==> config.mk <==
export PLATFORM = sky130hd
export DESIGN_NAME = irq_log_ctrl
export DESIGN_NICKNAME = d
export VERILOG_FILES = /design/src/rtl/irq_log_pkg.sv /design/src/rtl/irq_gate.sv /design/src/rtl/irq_log_fifo.sv /design/src/rtl/irq_log_writer.sv /design/src/rtl/irq_log_ctrl.sv
export SDC_FILE = /design/constraint.sdc
export NUM_CORES = 1
export LEC_CHECK = 0
export BUFFER_PORTS_ARGS = -buffer_cell sky130_fd_sc_hd__clkbuf_2
export CAP_MARGIN = 20
export CORE_AREA = 3 3 181 183
export CTS_CLUSTER_DIAMETER = 50
export DETAILED_ROUTE_END_ITERATION = 6
export DIE_AREA = 0 0 184 186
export GPL_TIMING_DRIVEN = 0
export PLACE_DENSITY_LB_ADDON = 0.25
export SETUP_SLACK_MARGIN = 0.1
export SYNTH_ARGS = -nofsm -noshare
export SYNTH_HDL_FRONTEND = slang
export SYNTH_HIERARCHICAL = 1
export SYNTH_SLANG_ARGS = --single-unit
==> constraint.sdc <==
create_clock -name clk -period 7.4 [get_ports clk]
set_clock_uncertainty 0.05 [all_clocks]
set_input_delay 1.48 -clock clk [delete_from_list [all_inputs] [get_ports clk]]
set_output_delay 1.48 -clock clk [all_outputs]
set_load 0.1 [all_outputs]
==> src/rtl/irq_log_pkg.sv <==
package irq_log_pkg;

    localparam int unsigned NUM_EVT = 10;
    localparam int unsigned WORD_W  = 16;

    // CPU register addresses
    localparam logic [2:0] A_STD_EN  = 3'd0;
    localparam logic [2:0] A_HP_EN   = 3'd1;
    localparam logic [2:0] A_HP_STAT = 3'd2;
    localparam logic [2:0] A_BASE    = 3'd3;
    localparam logic [2:0] A_LEN     = 3'd4;
    localparam logic [2:0] A_TAIL    = 3'd5;

    localparam int unsigned STD_PEND_BIT = 15;

    typedef struct packed {
        logic [WORD_W-1:0] status;
        logic [WORD_W-1:0] cmd_ptr;
        logic [WORD_W-1:0] desc_ptr;
    } log_entry_t;

    typedef enum logic [1:0] {
        W_IDLE = 2'd0,
        W_STAT = 2'd1,
        W_CMD  = 2'd2,
        W_DESC = 2'd3
    } wr_state_e;

    // place event flags at their status-word positions
    function automatic logic [WORD_W-1:0] pack_status(input logic [NUM_EVT-1:0] ev);
        logic [WORD_W-1:0] w;
        w        = '0;
        w[15]    = 1'b1;
        w[7:0]   = ev[7:0];
        w[13]    = ev[8];
        w[14]    = ev[9];
        return w;
    endfunction

    function automatic logic [3:0] count_set(input logic [NUM_EVT-1:0] v);
        logic [3:0] n;
        n = '0;
        for (int i = 0; i < NUM_EVT; i++) n = n + {3'b0, v[i]};
        return n;
    endfunction

endpackage

==> src/rtl/irq_gate.sv <==
module irq_gate
    import irq_log_pkg::*;
#(
    parameter int unsigned CNT_W = 8
) (
    input  logic               clk,
    input  logic               rst,
    input  logic [NUM_EVT-1:0] evt,
    input  logic [NUM_EVT-1:0] std_en,
    input  logic [NUM_EVT-1:0] hp_en,
    input  logic               clr_std,
    input  logic [NUM_EVT-1:0] hp_clr,
    output logic               std_level,
    output logic               std_pulse,
    output logic [NUM_EVT-1:0] hp_stat,
    output logic               irq_hp,
    output logic [NUM_EVT-1:0] log_hit
);
    localparam logic [CNT_W:0] CNT_MAX = {1'b0, {CNT_W{1'b1}}};

    logic [NUM_EVT-1:0] std_hit, hp_hit;
    logic [CNT_W-1:0]   cnt_q;
    logic [CNT_W:0]     cnt_sum;

    assign std_hit = evt & std_en;
    assign hp_hit  = evt & hp_en;
    assign log_hit = evt & (std_en | hp_en);

    always_comb begin
        cnt_sum = {1'b0, cnt_q} + (CNT_W+1)'(count_set(std_hit));
        if (cnt_q != '0) cnt_sum = cnt_sum - 1'b1;
        if (cnt_sum > CNT_MAX) cnt_sum = CNT_MAX;
    end

    always_ff @(posedge clk) begin
        if (rst) begin
            std_level <= 1'b0;
            hp_stat   <= '0;
            cnt_q     <= '0;
        end else begin
            if (|std_hit)     std_level <= 1'b1;
            else if (clr_std) std_level <= 1'b0;
            hp_stat <= (hp_stat & ~hp_clr) | hp_hit;
            cnt_q   <= cnt_sum[CNT_W-1:0];
        end
    end

    assign std_pulse = (cnt_q != '0);
    assign irq_hp    = |hp_stat;

    a_r2_level_set: assert property (@(posedge clk) disable iff (rst)
        (|(evt & std_en)) |=> std_level);
    a_r2_level_hold: assert property (@(posedge clk) disable iff (rst)
        (std_level && !clr_std) |=> std_level);
    a_r3_pulse_follows: assert property (@(posedge clk) disable iff (rst)
        (|(evt & std_en)) |=> std_pulse);
    a_r4_hp_raise: assert property (@(posedge clk) disable iff (rst)
        (|(evt & hp_en)) |=> irq_hp);

endmodule

==> src/rtl/irq_log_fifo.sv <==
module irq_log_fifo
    import irq_log_pkg::*;
#(
    parameter int unsigned DEPTH = 2
) (
    input  logic       clk,
    input  logic       rst,
    input  logic       push,
    input  log_entry_t push_data,
    input  logic       pop,
    output logic       nonempty,
    output log_entry_t head
);
    localparam int unsigned PW = (DEPTH > 1) ? $clog2(DEPTH) : 1;
    localparam int unsigned CW = $clog2(DEPTH + 1);
    localparam logic [PW-1:0] LAST = PW'(DEPTH - 1);
    localparam logic [CW-1:0] FULL = CW'(DEPTH);

    log_entry_t    slot [DEPTH];
    logic [PW-1:0] wp, rp;
    logic [CW-1:0] cnt;
    logic          do_push, do_pop;

    assign do_push  = push && (cnt != FULL);
    assign do_pop   = pop && (cnt != '0);
    assign nonempty = (cnt != '0);
    assign head     = slot[rp];

    always_ff @(posedge clk) begin
        if (rst) begin
            wp  <= '0;
            rp  <= '0;
            cnt <= '0;
        end else begin
            if (do_push) begin
                slot[wp] <= push_data;
                wp <= (wp == LAST) ? '0 : wp + 1'b1;
            end
            if (do_pop) rp <= (rp == LAST) ? '0 : rp + 1'b1;
            cnt <= cnt + CW'(do_push) - CW'(do_pop);
        end
    end

    a_r10_keep_on_full: assert property (@(posedge clk) disable iff (rst)
        (cnt == FULL && !pop) |=> (cnt == FULL));

endmodule

==> src/rtl/irq_log_writer.sv <==
module irq_log_writer
    import irq_log_pkg::*;
(
    input  logic              clk,
    input  logic              rst,
    input  logic              fifo_nonempty,
    input  log_entry_t        fifo_head,
    output logic              fifo_pop,
    input  logic [WORD_W-1:0] base,
    input  logic [WORD_W-1:0] len,
    input  logic              base_wr,
    input  logic [WORD_W-1:0] base_val,
    output logic [WORD_W-1:0] tail,
    output logic              mem_we,
    output logic [WORD_W-1:0] mem_addr,
    output logic [WORD_W-1:0] mem_wdata
);
    wr_state_e         state;
    log_entry_t        cur;
    logic [WORD_W-1:0] adv, span, tail_nxt;
    logic [1:0]        word_off;

    assign fifo_pop = fifo_nonempty && (state == W_IDLE || state == W_DESC);

    always_comb begin
        adv      = tail + WORD_W'(3);
        span     = adv - base;
        tail_nxt = (span >= len) ? base : adv;
    end

    always_ff @(posedge clk) begin
        if (rst) begin
            state <= W_IDLE;
            cur   <= '0;
            tail  <= '0;
        end else begin
            if (fifo_pop) cur <= fifo_head;
            unique case (state)
                W_IDLE:  state <= fifo_pop ? W_STAT : W_IDLE;
                W_STAT:  state <= W_CMD;
                W_CMD:   state <= W_DESC;
                W_DESC:  state <= fifo_pop ? W_STAT : W_IDLE;
                default: state <= W_IDLE;
            endcase
            if (base_wr)              tail <= base_val;
            else if (state == W_DESC) tail <= tail_nxt;
        end
    end

    always_comb begin
        mem_we   = (state != W_IDLE);
        word_off = 2'(state) - 2'd1;
        mem_addr = tail + {{(WORD_W-2){1'b0}}, word_off};
        unique case (state)
            W_STAT:  mem_wdata = cur.status;
            W_CMD:   mem_wdata = cur.cmd_ptr;
            W_DESC:  mem_wdata = cur.desc_ptr;
            default: mem_wdata = '0;
        endcase
    end

    a_r6_addr_step: assert property (@(posedge clk) disable iff (rst)
        (mem_we && state != W_DESC) |=> (mem_we && mem_addr == $past(mem_addr) + 16'd1));
    a_r6_order: assert property (@(posedge clk) disable iff (rst)
        (state == W_STAT) |=> (state == W_CMD));

endmodule

==> src/rtl/irq_log_ctrl.sv <==
module irq_log_ctrl
    import irq_log_pkg::*;
#(
    parameter int unsigned FIFO_DEPTH = 2,
    parameter int unsigned CNT_W      = 8,
    parameter logic [15:0] LEN_RST    = 16'd12
) (
    input  logic               clk,
    input  logic               rst,
    input  logic [NUM_EVT-1:0] evt_strobe,
    input  logic [15:0]        evt_cmd_ptr,
    input  logic [15:0]        evt_desc_ptr,
    input  logic               cpu_wr,
    input  logic [2:0]         cpu_addr,
    input  logic [15:0]        cpu_wdata,
    output logic [15:0]        cpu_rdata,
    output logic               irq_std_level,
    output logic               irq_std_pulse,
    output logic               irq_hp,
    output logic               mem_we,
    output logic [15:0]        mem_addr,
    output logic [15:0]        mem_wdata
);
    logic [NUM_EVT-1:0] std_en, hp_en, hp_stat, hp_clr, log_hit;
    logic [15:0]        base, len, tail;
    logic               clr_std, base_wr, fifo_nonempty, fifo_pop;
    log_entry_t         new_entry, fifo_head;

    assign clr_std = cpu_wr && cpu_addr == A_HP_STAT && cpu_wdata[STD_PEND_BIT];
    assign hp_clr  = (cpu_wr && cpu_addr == A_HP_STAT) ? cpu_wdata[NUM_EVT-1:0] : '0;
    assign base_wr = cpu_wr && cpu_addr == A_BASE;

    always_ff @(posedge clk) begin
        if (rst) begin
            std_en <= '0;
            hp_en  <= '0;
            base   <= '0;
            len    <= LEN_RST;
        end else if (cpu_wr) begin
            case (cpu_addr)
                A_STD_EN: std_en <= cpu_wdata[NUM_EVT-1:0];
                A_HP_EN:  hp_en  <= cpu_wdata[NUM_EVT-1:0];
                A_BASE:   base   <= cpu_wdata;
                A_LEN:    len    <= cpu_wdata;
                default: ;
            endcase
        end
    end

    always_comb begin
        case (cpu_addr)
            A_STD_EN:  cpu_rdata = {{(16-NUM_EVT){1'b0}}, std_en};
            A_HP_EN:   cpu_rdata = {{(16-NUM_EVT){1'b0}}, hp_en};
            A_HP_STAT: cpu_rdata = {irq_std_level, {(15-NUM_EVT){1'b0}}, hp_stat};
            A_BASE:    cpu_rdata = base;
            A_LEN:     cpu_rdata = len;
            A_TAIL:    cpu_rdata = tail;
            default:   cpu_rdata = '0;
        endcase
    end

    irq_gate #(.CNT_W(CNT_W)) u_gate (
        .clk(clk), .rst(rst), .evt(evt_strobe), .std_en(std_en), .hp_en(hp_en),
        .clr_std(clr_std), .hp_clr(hp_clr), .std_level(irq_std_level),
        .std_pulse(irq_std_pulse), .hp_stat(hp_stat), .irq_hp(irq_hp), .log_hit(log_hit)
    );

    assign new_entry = '{status: pack_status(log_hit), cmd_ptr: evt_cmd_ptr, desc_ptr: evt_desc_ptr};

    irq_log_fifo #(.DEPTH(FIFO_DEPTH)) u_fifo (
        .clk(clk), .rst(rst), .push(|log_hit), .push_data(new_entry),
        .pop(fifo_pop), .nonempty(fifo_nonempty), .head(fifo_head)
    );

    irq_log_writer u_writer (
        .clk(clk), .rst(rst), .fifo_nonempty(fifo_nonempty), .fifo_head(fifo_head),
        .fifo_pop(fifo_pop), .base(base), .len(len), .base_wr(base_wr),
        .base_val(cpu_wdata), .tail(tail), .mem_we(mem_we), .mem_addr(mem_addr),
        .mem_wdata(mem_wdata)
    );

    a_r5_quiet_when_disabled: assert property (@(posedge clk) disable iff (rst)
        (!fifo_nonempty && !mem_we && !irq_std_pulse && !(|(evt_strobe & (std_en | hp_en))))
        |=> !mem_we);

endmodule

## Word-level counts from Yosys, hierarchy flattened

Memories as Yosys holds them, arrays and structs flattened. A register that Yosys moved wholly into a read port is not among the register bits.
Cells that the tools add are included.

- Output and inout port bits: 52
- Register bits: 109
- RAM bits: 84
- Logic and storage cells: 90
- Input bits: 64
- Memories: 1

Memory list:

| name | depth | width | rd ports | clocked after memory_dff | write ports | line | source |
|---|---|---|---|---|---|---|---|
| u_fifo.slot | 2 | 42 | 1 | 1 | 1 | irq_log_fifo.sv:19 | `log_entry_t slot [DEPTH];` |

- Order comparisons: 2
- $add $sub $neg: 19
- Equal/unequal tests: 9
- Reduce and logical (&&, ||, !) cells: 22
- Bitwise logic cells: 7
- Multiplexer cells: 17

Operators with widths:

| cell | number |
|---|---|
| $pmux W16 S6 | 1 |
| $mux W16 | 3 |
| $pmux W16 S3 | 1 |
| $and A10 B10 Y10 | 4 |
| $add A4 B1 Y4 | 8 |
| $reduce_or A10 Y1 | 3 |
| $or A10 B10 Y10 | 2 |
| $add A16 B2 Y16 | 1 |
| $add A16 B2 Y16 const B | 1 |
| $ge A16 B16 Y1 | 1 |
| $sub A16 B16 Y16 | 1 |
| $mux W10 | 1 |
| $not A10 Y10 | 1 |
| $add A8 B4 Y9 | 1 |
| $gt A9 B8 Y1 const B | 1 |
| $mux W9 | 1 |
| $sub A9 B1 Y9 const B | 1 |
| $mux W1 | 8 |
| $mux W8 | 1 |
| $reduce_and A2 Y1 | 4 |
| $reduce_bool A2 Y1 | 4 |
| $reduce_bool A8 Y1 | 1 |
| $eq A3 B2 Y1 const B | 2 |
| $eq A3 B3 Y1 const B | 2 |
| 15 further kinds | 22 |

## Depth between registers and ports, before layout

Gate-level depths: netlist of run 1.

- Depth in word-level cells: 15
- Mapped depth: 23
- Depth with buffers taken out: 19

## Hierarchy

Netlist of run 1, hierarchy kept.

By module, submodules not included:

| module | cells each | area each (um^2) | times used | sequential area each (um^2) |
|---|---|---|---|---|
| irq_log_writer | 629 | 4639.4 | 1 | 1321.3 |
| irq_log_fifo | 173 | 3774.9 | 1 | 2982.9 |
| irq_log_ctrl | 333 | 2671.3 | 1 | 1041.0 |
| irq_gate | 168 | 1437.6 | 1 | 380.4 |

## Worst setup path after synthesis of run 1

No wires, ideal clock.

- Path type: input to output
- Start point: input port cpu_addr[2]
- End point: output port cpu_rdata[4]
- Stages: 4
- Data arrival time: 5484 ps
- Path buffers: 3
- Data required time: 5870 ps
- Setup slack: 386 ps
- Cells stage by stage: buf_2 -> buf_2 -> buf_2 -> o311ai_0

- Word-level cells in the longest chain between the ends: 2
- Elaborated cells on any way between the ends: 7

RTL lines:

| item | line | source |
|---|---|---|
| start, declared | irq_log_ctrl.sv:14 | `input logic [2:0] cpu_addr,` |
| $eq A3 B3 Y1, or another cell as far along | irq_log_ctrl.sv:51 | `case (cpu_addr)` |
| $pmux W16 S6 * | irq_log_ctrl.sv:51 |  |
| end, declared | irq_log_ctrl.sv:16 | `output logic [15:0] cpu_rdata,` |

Mark *: on every way between the ends. The rest lies on a longest branch, timed or not.

## Final worst setup path of run 1

- Start point: register u_writer.tail[0]
- End point: register u_writer.tail[6]

- Word-level cells in the longest chain between the ends: 6

RTL lines:

| item | line | source |
|---|---|---|
| start, declared | irq_log_writer.sv:13 | `output logic [WORD_W-1:0] tail,` |
| start signal, assigned | irq_log_writer.sv:45 | `if (base_wr) tail <= base_val;` |
| start signal, assigned | irq_log_writer.sv:46 | `else if (state == W_DESC) tail <= tail_nxt;` |
| $add A16 B2 Y16 * | irq_log_writer.sv:26 | `adv = tail + WORD_W'(3);` |
| $sub A16 B16 Y16 | irq_log_writer.sv:27 | `span = adv - base;` |
| $ge A16 B16 Y1 | irq_log_writer.sv:28 | `tail_nxt = (span >= len) ? base : adv;` |
| $mux W16 * | irq_log_writer.sv:28 |  |
| $mux W16 * | irq_log_writer.sv:46 |  |
| $mux W16 * | irq_log_writer.sv:45 |  |

Mark *: on every way between the ends. The rest lies on a longest branch, timed or not. The select of a mux whose other input is x is not followed.
A chain may end at the register's enable or synchronous reset.

==> results of run 1 <==
power by group:
group / total [mW] / internal, mW / leakage (nW) / switching, mW
sequential: 1.67 / 1.55 / 2.04 / 0.119
clock: 1.57 / 0.944 / 0.539 / 0.628
combinational: 1.61 / 0.552 / 2.95 / 1.06
Yosys cell counts, types with 3 or more instances:
| cell | n |
|---|---|
| sky130_fd_sc_hd__a31oi_1 | 11 |
| sky130_fd_sc_hd__nand3_1 | 34 |
| sky130_fd_sc_hd__nand3b_1 | 4 |
| sky130_fd_sc_hd__nand4_1 | 8 |
| sky130_fd_sc_hd__o22ai_1 | 7 |
| sky130_fd_sc_hd__a211o_1 | 6 |
| sky130_fd_sc_hd__nor3_1 | 19 |
| sky130_fd_sc_hd__clkbuf_1 | 42 |
| sky130_fd_sc_hd__o2bb2ai_1 | 6 |
| sky130_fd_sc_hd__and2_1 | 20 |
| sky130_fd_sc_hd__a222oi_1 | 16 |
| sky130_fd_sc_hd__nor4_1 | 9 |
| sky130_fd_sc_hd__o211ai_1 | 3 |
| sky130_fd_sc_hd__o221ai_1 | 3 |
| sky130_fd_sc_hd__fa_1 | 9 |
| sky130_fd_sc_hd__a21oi_1 | 140 |
| sky130_fd_sc_hd__nand2_1 | 240 |
| sky130_fd_sc_hd__o31a_1 | 3 |
| sky130_fd_sc_hd__mux2_2 | 41 |
| sky130_fd_sc_hd__buf_2 | 11 |
| sky130_fd_sc_hd__inv_1 | 66 |
| sky130_fd_sc_hd__xor2_1 | 17 |
| sky130_fd_sc_hd__o311ai_0 | 3 |
| sky130_fd_sc_hd__a22oi_1 | 9 |
| sky130_fd_sc_hd__nand2b_1 | 15 |
| sky130_fd_sc_hd__a21o_1 | 3 |
| sky130_fd_sc_hd__a311oi_1 | 5 |
| sky130_fd_sc_hd__mux2i_1 | 19 |
| sky130_fd_sc_hd__o21a_1 | 24 |
| sky130_fd_sc_hd__nor2_1 | 61 |
| sky130_fd_sc_hd__buf_1 | 8 |
| sky130_fd_sc_hd__buf_6 | 10 |
| sky130_fd_sc_hd__mux2_4 | 20 |
| sky130_fd_sc_hd__xnor2_1 | 35 |
| sky130_fd_sc_hd__buf_4 | 4 |
| sky130_fd_sc_hd__dfxtp_1 | 142 |
| sky130_fd_sc_hd__nor3b_1 | 4 |
| sky130_fd_sc_hd__edfxtp_1 | 96 |
| sky130_fd_sc_hd__a221oi_1 | 5 |
| sky130_fd_sc_hd__o21ai_0 | 11 |
| sky130_fd_sc_hd__ha_1 | 49 |
| sky130_fd_sc_hd__nor2b_1 | 15 |
worst max-delay path by stage:
stage	to	slack (ns)	cells past startpoint
floorplan	cpu_rdata[4]	0.39	4
global placement	u_fifo/slot[1][0]$_DFFE_PP_	-1.03	6
detailed placement	u_gate/cnt_q[1]$_SDFF_PP0_	1.57	16
CTS	u_writer/tail[6]$_SDFFE_PP0P_	1.72	19
global route	u_writer/tail[6]$_SDFFE_PP0P_	1.23	19
finish	u_writer/tail[6]$_SDFFE_PP0P_	1.60	19
through the flow:
| stage | std cells | utilization |
|---|---|---|
| global route | 1896 | 0.473 |
| global placement | 1830 | 0.434 |
| detailed placement | 1838 | 0.437 |
| finish | 1896 | 0.473 |
| CTS | 1896 | 0.473 |
| floorplan | 1313 | - |
per-layer routing:
metal / track usage / part of all wire
met5: 0 / 0
met2: 0.337 / 0.45
met1: 0.291 / 0.46
met4: 0.0590 / 0.027
met3: 0.0338 / 0.065
final cells by class:
cell class | count | area share
multi-input cells | 931 | 0.418
flip-flops and latches | 238 | 0.386
clock buffers | 34 | 0.0537
repair buffers | 123 | 0.0444
well taps | 402 | 0.0339
plain buffers | 76 | 0.0263
clock inverters | 24 | 0.0207
inverters | 68 | 0.0172
cell families after synthesis:
| kind of cell | synth area share |
|---|---|
| compound gates | 0.143 |
| fa+ha+maj | 0.0633 |
| other cells | 0.000600 |
| simple gates | 0.170 |
| xor+xnor | 0.0364 |
| mux | 0.0778 |
| flops | 0.457 |
| buf+inv | 0.0516 |
worst register-to-register path, stage by stage, from the launching register on:
cell and delay (ns):
sky130_fd_sc_hd__dfxtp_1 0.52, sky130_fd_sc_hd__inv_1 0.16, sky130_fd_sc_hd__ha_1 0.34, sky130_fd_sc_hd__nor2_1 0.42, sky130_fd_sc_hd__xor2_1 0.23, sky130_fd_sc_hd__ha_1 0.31, sky130_fd_sc_hd__a21oi_1 0.19, sky130_fd_sc_hd__nand2_1 0.07
sky130_fd_sc_hd__o21ai_0 0.59, sky130_fd_sc_hd__o211ai_1 0.27, sky130_fd_sc_hd__a21o_1 0.23, sky130_fd_sc_hd__a21oi_1 0.16, sky130_fd_sc_hd__xnor2_1 0.08, sky130_fd_sc_hd__ha_1 0.30, sky130_fd_sc_hd__nand2_1 0.07, sky130_fd_sc_hd__o21ai_1 0.76
sky130_fd_sc_hd__or2_1 0.22, sky130_fd_sc_hd__buf_6 0.14, sky130_fd_sc_hd__mux2_2 0.35, sky130_fd_sc_hd__a221oi_1 0.24
flip-flops by register name, indices dropped and copies added, names as in the netlist, 2 cells and up, named ones only:
name            flops
u_writer/cur       48
u_writer/tail      16
base               16
u_writer/state      2
std_en             10
len                16
u_fifo/slot        96
hp_en              10
u_gate/hp_stat     10
u_gate/cnt_q        8
u_fifo/cnt          2
==> results list, run 1 <==
- For the worst-skew pair, the clock arrives at the later sink with an insertion delay of 0.57 ns.
- At the pin with the least slew margin, the transition time is 0.985 ns.
- Dividing the detail-routed via count by the number of cells gives 5.45.
- Post-route cell area: 0.0148 mm²
- Dividing the final minimum period by the clock period gives 0.784.
- Setup total negative slack on the finished layout was measured at 0 ns.
- Clock sink count: 238
* Remaining antenna violation count after routing: 0
- Initial DRT Pass Iterations: 5
- Measured along the x axis, the die boundary spans 184 µm.
* Run status: finished clean
* H-tree depth reported by CTS: 1
- In this run, post-CTS hold repair placed 0 buffers.
- After synthesis, the mean cell area works out to 9.61 µm².
- Synthesis warning total: 6
- Static timing analysis puts the maximum clock frequency at 172 MHz.
* Die boundary height: 186 µm
- CTS tree: yes
- Layout overhead on the synthesized area: 18.5%
- Quantity of gates resized following cts: 0
* Arrival time of the worst setup path: 6.21 ns
* Routability-driven placement congestion ratio: 0.954
* TritonCTS Buffers: 31
* Unrepaired setup endpoints after global routing: no
* Share of post-route cells with drive strength above 1: 0.195
- Final critical path time including I/O delays and setup: 5.80 ns
- Post-route setup slack: 1.60 ns
- Of all flip-flops after synthesis, the portion carrying an async set or reset was 0.
- Worst path cell trace: inv_1 > ha_1 > nor2_1 > xor2_1 > ha_1 > a21oi_1 > nand2_1 > o21ai_0 > o211ai_1 > a21o_1 > a21oi_1 > xnor2_1 > ha_1 > nand2_1 > o21ai_1 > or2_1 > buf_6 > mux2_2 > a221oi_1
- Once placement finished, the instance area stood at 0.0137 mm².
* Global Route Usage Sum: 0.209
- Cell type with the largest total area after synthesis: sky130_fd_sc_hd__edfxtp_1
* Largest fanout on the critical path: 10
- For this design the ratio of total power to cell area is 327 mW/mm².
- The via count of the first global-routing pass was 10100.
* Maximum number of pins on one net before global-route repair: 17
- Counting every instance in the synthesized netlist gives 1303.
* Peak supply drop: 0.000205 V
* Starting density of the core: 0.399
- The first global-routing pass estimated 56400 µm of wire.
- In the synthesized netlist the dominant register cell turns out to be sky130_fd_sc_hd__dfxtp_1.
- The library cell used most frequently in the layout, excluding fill and tap cells, is sky130_fd_sc_hd__nand2_1.
- CP top delay family: compound AO/OA/AOI/OAI gates
- Final Hold Vio Count: 0
* CP Launch Type: register
- In the final design database the tool counted 1591 nets.
- The multi-input combinational cells in the finished layout cover a total of 0.00620 mm².
- In this run the static leakage power is 5.53 nW.
- Yosys mapped the design onto 82 distinct sky130hd cell types.
* Number of enable flip-flop cells after synthesis: 96
* Depth of the worst hold-timing path: 2
- The max-slew violation total from the final report was 0.
- The routed design has 35900 µm of wire.
- 0 antenna diodes ended up in the layout.
- Delay contributed by the slowest stage of the critical path: 0.76 ns
- In this run the clock root is driven by a sky130_fd_sc_hd__clkbuf_16.
- The die covers 0.0342 mm².
* Max capacitance violation total: 0
- Remaining Overflow, GRT: 0
* Worst reg2reg setup slack: 1.60 ns
- Kind of path behind the tightest hold check: register to register
- In the routed design, unresolved DRC markers number 0.
- Most prevalent standard cell on the critical path: sky130_fd_sc_hd__ha_1
* Main area contributors after synthesis: sky130_fd_sc_hd__edfxtp_1, sky130_fd_sc_hd__dfxtp_1, sky130_fd_sc_hd__nand2_1
- After clock tree synthesis, the setup repair step added 0 buffers.
- Combined buffer and inverter count along the critical path: 2
- In this run the critical register-to-register path is captured at u_writer/tail[6]$_SDFFE_PP0P_.
- R2R Path Start: u_writer/tail[0]$_SDFFE_PP0P_
- In this run the most critical hold path is launched from u_writer/cur[47]$_SDFFE_PP0P_.
- The region available for standard cell placement spans 0.0314 mm².
* Clk buf depth: 3
* Reg2Reg Depth: 19
- Total of fill cells in the finished design: 3052
- Summing every instance area after synthesis gives 0.0125 mm².
- Sequential share of the synthesized area: 0.457
- The share of synthesized area in the top cell type comes to 0.230.
- Most used cells in the layout excluding fill and tap cells: sky130_fd_sc_hd__nand2_1, sky130_fd_sc_hd__dfxtp_1, sky130_fd_sc_hd__a21oi_1
* Kind of end point of the critical path: register
- Input and output buffers added on the ports amount to 115.
- Sequential cell area: 0.00573 mm²
* Worst EP required: 7.81 ns
- Number of antenna violations at the first check in global routing: 0
- Timing analysis after detailed placement gives a worst setup slack of 1.57 ns.
- Setup CP Type: register to register
- I/O pins: 116
- The routed layout has 10300 vias.
- Setup violations remaining at the end of the flow were counted as 0.
* Startpoint of the worst setup timing path: u_writer/tail[0]$_SDFFE_PP0P_
- The tightest hold path in the finished design has a slack of 0.404 ns.
* Worst hold path endpoint: u_writer/cur[47]$_SDFFE_PP0P_
* Standard-cell row count: 65
- Average routed wire per standard cell: 18.9 µm
- Half-perimeter wire length after detailed placement: 27800 µm
- The design draws 4.85 mW.
- On the critical path, the stage with the largest delay is an instance of sky130_fd_sc_hd__o21ai_1.
- Clock-pin slew was measured on the worst setup and hold paths at 0.07 ns.
- Synthesis inferred 238 register bits.
- Max transition margin: 0.339
* Drt initial violations: 949
Power figures use the tool's default switching activity.
==> inputs of run 2 (changes only) <==
- clock period: 7.4 -> 4.85 ns (I/O delays scaled with it)
==> run 2 against run 1 <==
Effect of this change: critical path depth increased by 1; sequential share of layout area decreased by 1.1 points; largest power group is now combinational cells; power increased by 52%.
==> results list, run 2 (synthesized netlist as in run 1, its figures left out) <==
* Static Leakage: 5.75 nW (was 5.53 nW)
- The achievable frequency is 212 MHz (was 172 MHz).
* I/O pins: 116 (unchanged)
- The largest net degree at the start of global routing is 19 (was 17).
- The final number of setup-violating endpoints is 0 (unchanged).
- The setup slack of the worst register-to-register path was 0.13 ns (was 1.60 ns).
- The number of antenna violations at the first check in global routing is 0 (unchanged).
- The number of fill cells in the layout was 2988 (was 3052).
- Wire length of the first global-routing pass: 55200 µm (was 56400 µm)
- The global routing usage summed across all routing layers was 0.205 (was 0.209).
- The relative max-transition margin was 0.403 (was 0.339).
- The via density per instance came to 5.48 (was 5.45).
- Net total in the final layout: 1614 (was 1591)
* Critical-path cell with the highest stage delay: sky130_fd_sc_hd__dfxtp_1 (was sky130_fd_sc_hd__o21ai_1)
* Die boundary height: 186 µm (unchanged)
- The die area came to 0.0342 mm² (unchanged).
- Power per cell area: 483 mW/mm² (was 327 mW/mm²)
- Unrepaired setup endpoints after global routing: no (unchanged)
* Drt initial violations: 856 (was 949)
- The number of CTS-inserted buffers is 29 (was 31).
- CP Launch Type: register (unchanged)
* Core Box Area: 0.0314 mm² (unchanged)
* CTS clk-pin slew, worst paths: 0.06 ns (was 0.07 ns)
* Standard-cell row count: 65 (unchanged)
* Peak supply drop: 0.000253 V (was 0.000205 V)
- Remaining DRCs: 0 (unchanged)
- The insertion delay to the later sink of the worst-skew pair came to 0.55 ns (was 0.57 ns).
- Most common cell after layout, fill and taps aside: sky130_fd_sc_hd__nand2_1 (unchanged)
- The final core utilization was 0.487 (was 0.473).
- The number of inserted diodes was 0 (unchanged).
- The part of the cycle the worst path needs came to 0.973 (was 0.784).
- The count of input and output buffers is 115 (unchanged).
- The final critical delay including setup and external delays is 4.72 ns (was 5.80 ns).
- Most used cells in the layout excluding fill and tap cells: sky130_fd_sc_hd__nand2_1, sky130_fd_sc_hd__a21oi_1, sky130_fd_sc_hd__dfxtp_1 (was sky130_fd_sc_hd__nand2_1, sky130_fd_sc_hd__dfxtp_1, sky130_fd_sc_hd__a21oi_1)
* Worst EP required: 5.25 ns (was 7.81 ns)
* Most prevalent standard cell on the critical path: sky130_fd_sc_hd__a21oi_1 (was sky130_fd_sc_hd__ha_1)
- Horizontal die dimension: 184 µm (unchanged)
* Largest register FFs: 96 (unchanged)
- The element type at the critical path end is a register (unchanged).
- The global placement routability congestion came to 0.955 (was 0.954).
* Remaining antenna violation count after routing: 0 (unchanged)
- Clock sink count: 238 (unchanged)
- The number of vias in the routed layout was 10500 (was 10300).
- The register with the most flip-flops is u_fifo/slot (unchanged).
- Power after layout: 7.38 mW (was 4.85 mW)
- Slew of the pin with the lowest slew margin: 0.894 ns (was 0.985 ns)
* Delay contributed by the slowest stage of the critical path: 0.38 ns (was 0.76 ns)
* Worst path cell trace: buf_2 > nand2_1 > nor3_2 > xor2_1 > ha_1 > a21oi_1 > o21ai_0 > a31oi_1 > o211ai_1 > a21o_1 > a21oi_1 > xnor2_1 > ha_1 > a21oi_1 > o21ai_4 > or2_1 > buf_6 > buf_6 > a211o_1 > a221oi_2 (was inv_1 > ha_1 > nor2_1 > xor2_1 > ha_1 > a21oi_1 > nand2_1 > o21ai_0 > o211ai_1 > a21o_1 > a21oi_1 > xnor2_1 > ha_1 > nand2_1 > o21ai_1 > or2_1 > buf_6 > mux2_2 > a221oi_1)
* CP top delay family: compound AO/OA/AOI/OAI gates (unchanged)
- The worst min-delay path category is register to register (unchanged).
- The total length of routed wires is 36700 µm (was 35900 µm).
- Combined buffer and inverter count along the critical path: 3 (was 2)
* Arrival time of the worst setup path: 5.11 ns (was 6.21 ns)
- The max-capacitance violation count was 0 (unchanged).
- The number of buffers between clock root and the deepest sink was 3 (unchanged).
* Final Max Tran Viols: 0 (unchanged)
- The TritonCTS clock tree is yes (unchanged).
* Remaining Overflow, GRT: 0 (unchanged)
* Hold-fix buffers, CTS: 0 (unchanged)
- Registers with the highest flip-flop counts: u_fifo/slot (96), u_writer/cur (48) (unchanged).
* Average routed wire per standard cell: 19.2 µm (was 18.9 µm)
- Share of post-route cells with drive strength above 1: 0.237 (was 0.195)
* Cell at the root of the clock tree: sky130_fd_sc_hd__clkbuf_16 (unchanged)
* Number of global-route vias before repair: 9770 (was 10100)
* Initial DRT Pass Iterations: 6 (was 5)
- The layout overhead on the synthesized area is 22.1% (was 18.5%).
- Run status: finished clean (unchanged).
* Half-perimeter wire length after detailed placement: 27300 µm (was 27800 µm)
- Final Hold Vio Count: 0 (unchanged)
- The initial core utilization was 0.399 (unchanged).
- Largest fanout on the critical path: 10 (unchanged)
- H-tree depth reported by CTS: 1 (unchanged)
* Setup CP Type: register to register (unchanged)
## run 2: changes by cell type in the layout (fill, tap and decap cells not counted), moves of 5 or more
cell	before	now
sky130_fd_sc_hd__buf_4	8	31
sky130_fd_sc_hd__dfxtp_1	142	136
sky130_fd_sc_hd__nor2_1	61	55
sky130_fd_sc_hd__xnor2_1	35	30
sky130_fd_sc_hd__xnor2_2	0	5
## run 2: final timing paths
path,start,endpoint,cells after the start
hold / removal,u_writer/cur[34]$_SDFFE_PP0P_,u_writer/cur[34]$_SDFFE_PP0P_,2
hold reg to reg,u_writer/cur[34]$_SDFFE_PP0P_,u_writer/cur[34]$_SDFFE_PP0P_,2
setup / recovery,u_writer/tail[6]$_SDFFE_PP0P_,u_writer/tail[5]$_SDFFE_PP0P_,20
setup reg to reg,u_writer/tail[6]$_SDFFE_PP0P_,u_writer/tail[5]$_SDFFE_PP0P_,20
## run 2: what timing repair did
item                       CTS  global route
pin swaps                    2            32
setup buffers                2            27
setup endpoints to repair   16            22
resized for setup           18            57
## run 2: where the power goes
part | switching [mW] | leakage, nW | internal, mW
sequential | 0.180 | 2.04 | 2.36
combinational | 1.68 | 3.21 | 0.937
clock | 0.879 | 0.494 | 1.35
total | 2.74 | 5.75 | 4.65
## run 2: per-stage QoR
stage          cells  area, µm²  hold slack, ns  setup WS (ns)  setup TNS (ns)
5_1_grt         1916      15300           0.419         0.0461               0
4_1_cts         1889      14800           0.406         0.0967               0
3_5_place_dp    1834      13800           0.397         -0.782          -12.65
6_report        1916      15300           0.404          0.133               0
3_3_place_gp    1830      13700           0.392         -0.791          -44.18
2_1_floorplan   1313      12600           0.386         0.0224               0
## run 2: worst reg2reg max path, cell delays in order (launching register included)
cell and delay [ns]:
sky130_fd_sc_hd__dfxtp_1 0.38, sky130_fd_sc_hd__buf_2 0.25, sky130_fd_sc_hd__nand2_1 0.13, sky130_fd_sc_hd__nor3_2 0.20
sky130_fd_sc_hd__xor2_1 0.27, sky130_fd_sc_hd__ha_1 0.34, sky130_fd_sc_hd__a21oi_1 0.17, sky130_fd_sc_hd__o21ai_0 0.16
sky130_fd_sc_hd__a31oi_1 0.19, sky130_fd_sc_hd__o211ai_1 0.16, sky130_fd_sc_hd__a21o_1 0.21, sky130_fd_sc_hd__a21oi_1 0.17
sky130_fd_sc_hd__xnor2_1 0.14, sky130_fd_sc_hd__ha_1 0.28, sky130_fd_sc_hd__a21oi_1 0.24, sky130_fd_sc_hd__o21ai_4 0.18
sky130_fd_sc_hd__or2_1 0.28, sky130_fd_sc_hd__buf_6 0.15, sky130_fd_sc_hd__buf_6 0.15, sky130_fd_sc_hd__a211o_1 0.30
sky130_fd_sc_hd__a221oi_2 0.21
## run 2: layout make-up
cell class / count / area, µm² / share of cell area
multi-input cells: 931 / 6480 / 0.424
flip-flops and latches: 238 / 5740 / 0.375
repair buffers: 148 / 911 / 0.0596
clock buffers: 33 / 761 / 0.0498
well taps: 402 / 503 / 0.0329
plain buffers: 76 / 410 / 0.0268
inverters: 68 / 255 / 0.0167
clock inverters: 20 / 228 / 0.0149
## run 2: per-layer routing
metal  track usage  vias to the layer above  wire [µm]
li1              -                     4965          -
met5             0                        -          0
met1         0.294                     5041      16800
met2         0.326                      425      16400
met4        0.0547                        0        953
met3        0.0301                       65       2520
